$ cat config.mk
export PLATFORM = sky130hd
export DESIGN_NAME = pic_core
export DESIGN_NICKNAME = d
export VERILOG_FILES = /design/src/rtl/pic_pkg.sv /design/src/rtl/pic_prio_pick.sv /design/src/rtl/pic_req_latch.sv /design/src/rtl/pic_core.sv
export SDC_FILE = /design/constraint.sdc
export NUM_CORES = 1
export LEC_CHECK = 0
export ABC_AREA = 1
export BUFFER_PORTS_ARGS = -buffer_cell sky130_fd_sc_hd__buf_4
export CAP_MARGIN = 20
export CORE_ASPECT_RATIO = 1.1
export CORE_MARGIN = 2
export CORE_UTILIZATION = 29
export CTS_BUF_LIST = sky130_fd_sc_hd__clkbuf_4 sky130_fd_sc_hd__clkbuf_8 sky130_fd_sc_hd__clkbuf_16
export DETAILED_ROUTE_END_ITERATION = 8
export HOLD_SLACK_MARGIN = 0.05
export PLACE_DENSITY = 0.46
export SETUP_SLACK_MARGIN = 0.02
export SLEW_MARGIN = 20
export SYNTH_ARGS = -nofsm -noshare
export SYNTH_HDL_FRONTEND = slang
export SYNTH_SLANG_ARGS = --single-unit
$ cat constraint.sdc
create_clock -name clk -period 4.2 [get_ports clk]
set_input_delay 0.21 -clock clk [delete_from_list [all_inputs] [get_ports clk]]
set_output_delay 0.21 -clock clk [all_outputs]
set_load 0.1 [all_outputs]
$ cat src/rtl/pic_pkg.sv
package pic_pkg;

    localparam int BUS_W = 8;

    typedef enum logic [1:0] {
        INIT_IDLE = 2'd0,
        INIT_BASE = 2'd1,
        INIT_CASC = 2'd2,
        INIT_MODE = 2'd3
    } init_e;

    localparam logic [1:0] ADDR_CMD  = 2'd0;
    localparam logic [1:0] ADDR_DATA = 2'd1;
    localparam logic [1:0] ADDR_TRIG = 2'd2;

    // operation codes in command bits 7:5 (bits 4:3 = 00)
    localparam logic [2:0] OP_EOI      = 3'd1;
    localparam logic [2:0] OP_SPEC_EOI = 3'd3;
    localparam logic [2:0] OP_ROT_EOI  = 3'd5;
    localparam logic [2:0] OP_SET_PRI  = 3'd6;
    localparam logic [2:0] OP_ROT_SPEC = 3'd7;

endpackage

$ cat src/rtl/pic_prio_pick.sv
module pic_prio_pick #(
    parameter int LINES = 8,
    localparam int IDX_W = $clog2(LINES)
) (
    input  logic [LINES-1:0] vec,
    input  logic [IDX_W-1:0] base,
    output logic             hit,
    output logic [IDX_W-1:0] line,
    output logic [IDX_W-1:0] rank
);
    logic [IDX_W-1:0] idx;

    // scan from lowest urgency to highest so the most urgent set bit wins
    always_comb begin
        hit  = 1'b0;
        line = '0;
        rank = '0;
        idx  = '0;
        for (int k = LINES - 1; k >= 0; k--) begin
            idx = base + IDX_W'(k);
            if (vec[idx]) begin
                hit  = 1'b1;
                line = idx;
                rank = IDX_W'(k);
            end
        end
    end
endmodule

$ cat src/rtl/pic_req_latch.sv
module pic_req_latch #(
    parameter int LINES = 8
) (
    input  logic [LINES-1:0] irq,
    input  logic [LINES-1:0] prev,
    input  logic [LINES-1:0] trig,
    input  logic [LINES-1:0] irr,
    output logic [LINES-1:0] irr_nxt
);
    for (genvar i = 0; i < LINES; i++) begin : g_line
        // level lines track the pin, edge lines hold once set
        assign irr_nxt[i] = trig[i] ? irq[i] : (irr[i] | (irq[i] & ~prev[i]));
    end
endmodule

$ cat src/rtl/pic_core.sv
module pic_core
    import pic_pkg::*;
#(
    parameter int              LINES        = 8,
    parameter bit              IS_MASTER    = 1'b1,
    parameter int              CASCADE_LINE = 2,
    parameter logic [LINES-1:0] TRIG_MASK   = 8'hF8
) (
    input  logic             clk,
    input  logic             rst_n,
    input  logic [LINES-1:0] irq_in,
    input  logic             bus_wr,
    input  logic             bus_rd,
    input  logic [1:0]       bus_addr,
    input  logic [BUS_W-1:0] bus_wdata,
    output logic [BUS_W-1:0] bus_rdata,
    input  logic             ack,
    output logic [BUS_W-1:0] ack_vector,
    output logic             int_req
);
    localparam int IDX_W = $clog2(LINES);
    localparam logic [BUS_W-1:0] VEC_MASK = ~BUS_W'(LINES - 1);

    typedef struct packed {
        logic [LINES-1:0] irr;
        logic [LINES-1:0] imr;
        logic [LINES-1:0] isr;
        logic [LINES-1:0] trig;
        logic [LINES-1:0] prev;
        logic [IDX_W-1:0] base;
        logic [BUS_W-1:0] vbase;
        init_e            init;
        logic             need4;
        logic             single;
        logic             aeoi;
        logic             sfnm;
        logic             sel_isr;
        logic             poll;
    } state_t;

    state_t st_q, st_d;

    function automatic logic [IDX_W-1:0] next_idx(input logic [IDX_W-1:0] v);
        return v + IDX_W'(1);
    endfunction

    // ---------------- request latching ----------------
    logic [LINES-1:0] irr_lat;
    pic_req_latch #(.LINES(LINES)) u_latch (
        .irq    (irq_in),
        .prev   (st_q.prev),
        .trig   (st_q.trig),
        .irr    (st_q.irr),
        .irr_nxt(irr_lat)
    );

    // ---------------- priority resolution ----------------
    logic [LINES-1:0] req_vec, isr_cmp;
    logic             req_hit, cmp_hit, top_hit;
    logic [IDX_W-1:0] req_line, req_rank, cmp_line, cmp_rank, top_line, top_rank;

    always_comb begin
        req_vec = st_q.irr & ~st_q.imr;
        isr_cmp = st_q.isr;
        if (IS_MASTER && st_q.sfnm) isr_cmp[CASCADE_LINE] = 1'b0;
    end

    pic_prio_pick #(.LINES(LINES)) u_pick_req (
        .vec(req_vec), .base(st_q.base), .hit(req_hit), .line(req_line), .rank(req_rank)
    );
    pic_prio_pick #(.LINES(LINES)) u_pick_cmp (
        .vec(isr_cmp), .base(st_q.base), .hit(cmp_hit), .line(cmp_line), .rank(cmp_rank)
    );
    pic_prio_pick #(.LINES(LINES)) u_pick_top (
        .vec(st_q.isr), .base(st_q.base), .hit(top_hit), .line(top_line), .rank(top_rank)
    );

    logic unused_pick_bits;
    assign unused_pick_bits = ^{cmp_line, top_rank};

    logic             win_hit;
    logic [IDX_W-1:0] win_line;
    assign win_hit  = req_hit && (!cmp_hit || (req_rank < cmp_rank));
    assign win_line = req_line;

    assign int_req    = win_hit && (st_q.init == INIT_IDLE);
    assign ack_vector = st_q.vbase | (win_hit ? BUS_W'(win_line) : BUS_W'(LINES - 1));

    // ---------------- register port ----------------
    logic             poll_rd;
    logic [IDX_W-1:0] fld_line;
    assign poll_rd  = bus_rd && (bus_addr == ADDR_CMD) && st_q.poll;
    assign fld_line = bus_wdata[IDX_W-1:0];

    always_comb begin
        bus_rdata = '0;
        case (bus_addr)
            ADDR_CMD: begin
                if (st_q.poll)
                    bus_rdata = win_hit ? BUS_W'(win_line) : BUS_W'(LINES - 1);
                else if (st_q.sel_isr)
                    bus_rdata = BUS_W'(st_q.isr);
                else
                    bus_rdata = BUS_W'(st_q.irr);
            end
            ADDR_DATA: bus_rdata = BUS_W'(st_q.imr);
            ADDR_TRIG: bus_rdata = BUS_W'(st_q.trig);
            default:   bus_rdata = '0;
        endcase
    end

    // ---------------- next state ----------------
    always_comb begin
        st_d      = st_q;
        st_d.prev = irq_in;
        st_d.irr  = irr_lat;

        if (ack && win_hit) begin
            st_d.irr[win_line] = 1'b0;
            if (!st_q.aeoi) st_d.isr[win_line] = 1'b1;
        end

        if (poll_rd) begin
            st_d.poll = 1'b0;
            if (win_hit) begin
                st_d.irr[win_line] = 1'b0;
                st_d.isr[win_line] = 1'b0;
            end
        end

        if (bus_wr) begin
            case (bus_addr)
                ADDR_CMD: begin
                    if (bus_wdata[4]) begin
                        st_d        = '0;
                        st_d.init   = INIT_BASE;
                        st_d.need4  = bus_wdata[0];
                        st_d.single = bus_wdata[1];
                    end else if (bus_wdata[3]) begin
                        if (bus_wdata[2]) st_d.poll = 1'b1;
                        if (bus_wdata[1]) st_d.sel_isr = bus_wdata[0];
                    end else begin
                        case (bus_wdata[7:5])
                            OP_EOI: begin
                                if (top_hit) st_d.isr[top_line] = 1'b0;
                            end
                            OP_ROT_EOI: begin
                                if (top_hit) begin
                                    st_d.isr[top_line] = 1'b0;
                                    st_d.base          = next_idx(top_line);
                                end
                            end
                            OP_SPEC_EOI: st_d.isr[fld_line] = 1'b0;
                            OP_SET_PRI:  st_d.base = next_idx(fld_line);
                            OP_ROT_SPEC: begin
                                st_d.isr[fld_line] = 1'b0;
                                st_d.base          = next_idx(fld_line);
                            end
                            default: ;
                        endcase
                    end
                end
                ADDR_DATA: begin
                    case (st_q.init)
                        INIT_IDLE: st_d.imr = bus_wdata[LINES-1:0];
                        INIT_BASE: begin
                            st_d.vbase = bus_wdata & VEC_MASK;
                            if (st_q.single)
                                st_d.init = st_q.need4 ? INIT_MODE : INIT_IDLE;
                            else
                                st_d.init = INIT_CASC;
                        end
                        INIT_CASC: st_d.init = st_q.need4 ? INIT_MODE : INIT_IDLE;
                        INIT_MODE: begin
                            st_d.aeoi = bus_wdata[1];
                            st_d.sfnm = bus_wdata[4];
                            st_d.init = INIT_IDLE;
                        end
                        default: st_d.init = INIT_IDLE;
                    endcase
                end
                ADDR_TRIG: st_d.trig = bus_wdata[LINES-1:0] & TRIG_MASK;
                default: ;
            endcase
        end
    end

    always_ff @(posedge clk) begin
        if (!rst_n) st_q <= '0;
        else        st_q <= st_d;
    end

    // ---------------- assertions ----------------
    AST_INT_NEEDS_REQ: assert property (@(posedge clk) disable iff (!rst_n)
        int_req |-> ((st_q.irr & ~st_q.imr) != '0));

    AST_TRIG_FIXED: assert property (@(posedge clk) disable iff (!rst_n)
        ((st_q.trig & ~TRIG_MASK) == '0));

    AST_ACK_SETS_ISR: assert property (@(posedge clk) disable iff (!rst_n)
        (ack && int_req && !st_q.aeoi && !bus_wr && !bus_rd) |=> st_q.isr[$past(win_line)]);

    AST_INIT_QUIET: assert property (@(posedge clk) disable iff (!rst_n)
        (bus_wr && bus_addr == ADDR_CMD && bus_wdata[4]) |=> !int_req);

    AST_AEOI_NO_ISR: assert property (@(posedge clk) disable iff (!rst_n)
        (ack && st_q.aeoi && !bus_wr && !bus_rd) |=> $stable(st_q.isr));

    AST_SETPRI_BASE: assert property (@(posedge clk) disable iff (!rst_n)
        (bus_wr && bus_addr == ADDR_CMD && bus_wdata[4:3] == 2'b00 && bus_wdata[7:5] == OP_SET_PRI)
        |=> st_q.base == next_idx($past(fld_line)));

    AST_POLL_CLEARS: assert property (@(posedge clk) disable iff (!rst_n)
        (poll_rd && win_hit && !ack && !bus_wr) |=> !st_q.isr[$past(win_line)]);

endmodule

==> results.md <==
- Status: complete, no violations
- R2r setup slk: about 0.64 ns
- Routed wire length: approximately 15000 µm
- Main flop type after synthesis: dfxtp_1
- Initial detailed-routing violation count: 393
- Most numerous cell in the Yosys netlist: nand2_1
- Layout filler cell count: around 1700
- P&R area growth vs syn: 13.68%
- Top post-synthesis cells by count: 228 x nand2_1, 109 x inv_1, 85 x nor2_1
- Max_cap viols: 0
- # placed instances: between 900 and 1000
- Reg area: 0.001061 mm²
- CTS tree: built
- Chip Width: 122.2 µm
- Pwr Total: 3.002 mW
- Part of the cycle the worst path needs: about nine tenths
- Via density: around 4.9
- Setup WS post-layout: between 0.3 and 0.4 ns
- Setup Crit Path Kind: reg -> out
- Register-to-Register Path Depth: 20
- Final Skew: about 0.0074 ns
- RSZ-0062 raised after global routing: false
- #FFs+latches synth: 53
- Die height: roughly 130 µm
- Post-layout util: ~34%
- Synth area leader: dfxtp_1
- Crit path to: bus_rdata[0]
- GRT overflow: 0
- Leakage: 2.448 nW
- Post-route DRC: 0
- Synth area leaders: dfxtp_1 24%, nand2_1 19%, nand3_1 9.3%, inv_1 9.2%, nor2_1 7.2%
- Initial antenna violation count: 0
- Nets: 840
- Worst-path maximum fanout: 8
- Buffers added on ports: 39
- FF-to-FF Start: st_q[18]
- Syn Inst Count: around 800
- Final hold vios: 0
- Area of the multi-input gates: 0.002796 mm²
- GP Congestion: around 0.9
- Power Dens Cells: 593.0 mW/mm²
- Core box area: 0.01505 mm²
- Final non-filler cell total: around 1000
- Hold_buf cts: 0
- Slew @ Worst Pin: about 0.75 ns
- Worst hold path class: in -> reg
- I/O pin count: 40
- Sum Neg Setup Slack: 0 ns
- Sink Count: 53
- Worst path arrival time: between 3 and 4 ns
- Achievable frequency: roughly 260 MHz
- Library cells used by synthesis: 40
- First-pass GRT wire length: roughly 24000 µm
- Final setup vio count: 0
- Worst setup SP type: flop
- Max-slew violation count: 0
- Post-detail-place hpwl: 12540 µm
- Mapped Area: 0.004453 mm²
- Period minus WS final: ~3.8 ns
- Drt first pass iters: 6
- VDD IR-drop max: approximately 320 µV
- Largest net degree at the start of global routing: 23
- Sequential fraction of the synthesis area: approximately a quarter
- Clock Latency Late Sink: about 0.3 ns
- Syn_area_per_cell: between 5 and 6 µm²
- Syn_nets: a little over 800
- Vias in the first global route: between 4000 and 5000
- Ys Warns: 0
- Crit path required time: ~4 ns
- Worst-path clk slew: about 0.070 ns
- Crit path from: st_q[18]
- Asr flop ratio synth: 0%
- Critical Path Sink Type: output port
- RR Endpoint: st_q[51]
- Routed wire length per instance: between 15 and 20 µm
- Die area: 0.01636 mm²
- Area share of the largest cell type after synthesis: 23.83%
- Share of cells above drive strength 1: 11.25%
- CTS HTree Levels: 2
- Total GRT Usage: 19.14%
- Setup WS pre-CTS: 0.6002 ns
- Row Count: 47
- Num CTS Buffers: 5
- Rel. slew slack: between 50% and 60%
- Max clock buf depth: 2
- Starting Density: between 20% and 30%
- Routed via count: 4922
- EDFF count, synth: 0
- Root buffer cell: clkbuf_16
- N_diodes: 0
- Antenna viol nets, final: 0
-- critical path, cell delays in order (launching register included) --
cell and delay [ns]:
dfxtp_1 0.81, xnor2_4 0.23, inv_2 0.16, nor2_1 0.06, nor2_1 0.20, inv_1 0.10
nor2_1 0.09, inv_1 0.06, nor3_1 0.14, inv_1 0.09, a21oi_1 0.14, ha_1 0.26
a21oi_1 0.17, nand2_2 0.10, a21oi_4 0.19, nand2_1 0.10, nand2_1 0.08, o221ai_2 0.08
buf_4 0.25
-- state kept, by name, indices dropped and copies added, names as in the netlist --
name and flops:
st_q 46, isr_cmp 7
-- repair_timing --
| item | 4_1_cts | 5_1_grt |
|---|---|---|
| resized for setup | 0 | 2 |
| setup endpoints to repair | 0 | 4 |
| buffers inserted | 0 | 1 |
-- report_power, final --
group	total (mW)	internal, mW	switching [mW]
clock	0.420	0.223	0.198
combinational	1.97	0.527	1.44
sequential	0.617	0.558	0.0589
-- area by class of cell --
type,count,share of cell area (%)
Timing Repair Buffer,47,6.970
Multi-Input combinational cell,579,55.24
Sequential cell,53,20.96
Clock inverter,3,0.4202
Inverter,122,9.095
Clock buffer,5,2.472
Tap cell,196,4.844
-- through the flow --
stage / hold slack (ns) / cell area (µm²)
6_report: 0.1198 / 5062
5_1_grt: 0.1298 / 5062
4_1_cts: 0.1177 / 5050
3_5_place_dp: 0.4263 / 4903
3_3_place_gp: 0.4266 / 4903
2_1_floorplan: 0.3210 / 4474
-- logic make-up (layout without fill, tap and decap cells) --
group,after synthesis,after routing,synth area share (%)
AO/OA/AOI/OAI,146,146,18.32
XOR/XNOR,4,4,2.051
adder cells (fa/ha/maj),9,9,2.529
buffers and inverters,145,177,13.91
flip-flops,53,53,23.83
multiplexers,1,1,0.2248
AND/OR/NAND/NOR,419,419,39.14
-- routing by layer --
metal  vias to the layer above  wire, µm  global-route usage (%)
met3                        29       561                   1.743
met4                         0       505                   6.641
met1                      2218      6984                   24.95
met5                         -         0                       0
met2                       129      7238                   32.90
li1                       2546         -                       -
-- worst min path at each step --
stage	to	slack, ns	depth (start not counted)	startpoint
6_report	st_q[21]	0.12	3	irq_in[2]
5_1_grt	st_q[21]	0.13	3	irq_in[2]
4_1_cts	st_q[21]	0.12	3	irq_in[2]
3_5_place_dp	st_q[21]	0.43	3	irq_in[2]
3_3_place_gp	st_q[21]	0.43	3	irq_in[2]
2_1_floorplan	st_q[21]	0.32	2	irq_in[2]
-- cells in the final DEF, fill, tap and decap left out, types with 2 or more instances in the layout --
master / netlist / final
nand2_1: 228 / 228
inv_1: 109 / 109
nor2_1: 85 / 84
nand3_1: 83 / 83
a21oi_1: 58 / 58
o21ai_0: 56 / 56
dfxtp_1: 53 / 53
buf_4: 7 / 47
inv_2: 12 / 11
nand2_2: 8 / 8
ha_1: 9 / 8
nand4_1: 7 / 7
a211oi_1: 6 / 6
o21ai_1: 5 / 5
clkbuf_16: 0 / 5
nor3_1: 3 / 3
o221ai_1: 6 / 3
o221ai_2: 0 / 3
xnor2_4: 2 / 2
o21ai_2: 2 / 2
o22ai_1: 2 / 2
nor2_2: 1 / 2
o211ai_1: 2 / 2
o31ai_1: 2 / 2
(Power assumes the default switching activity.)
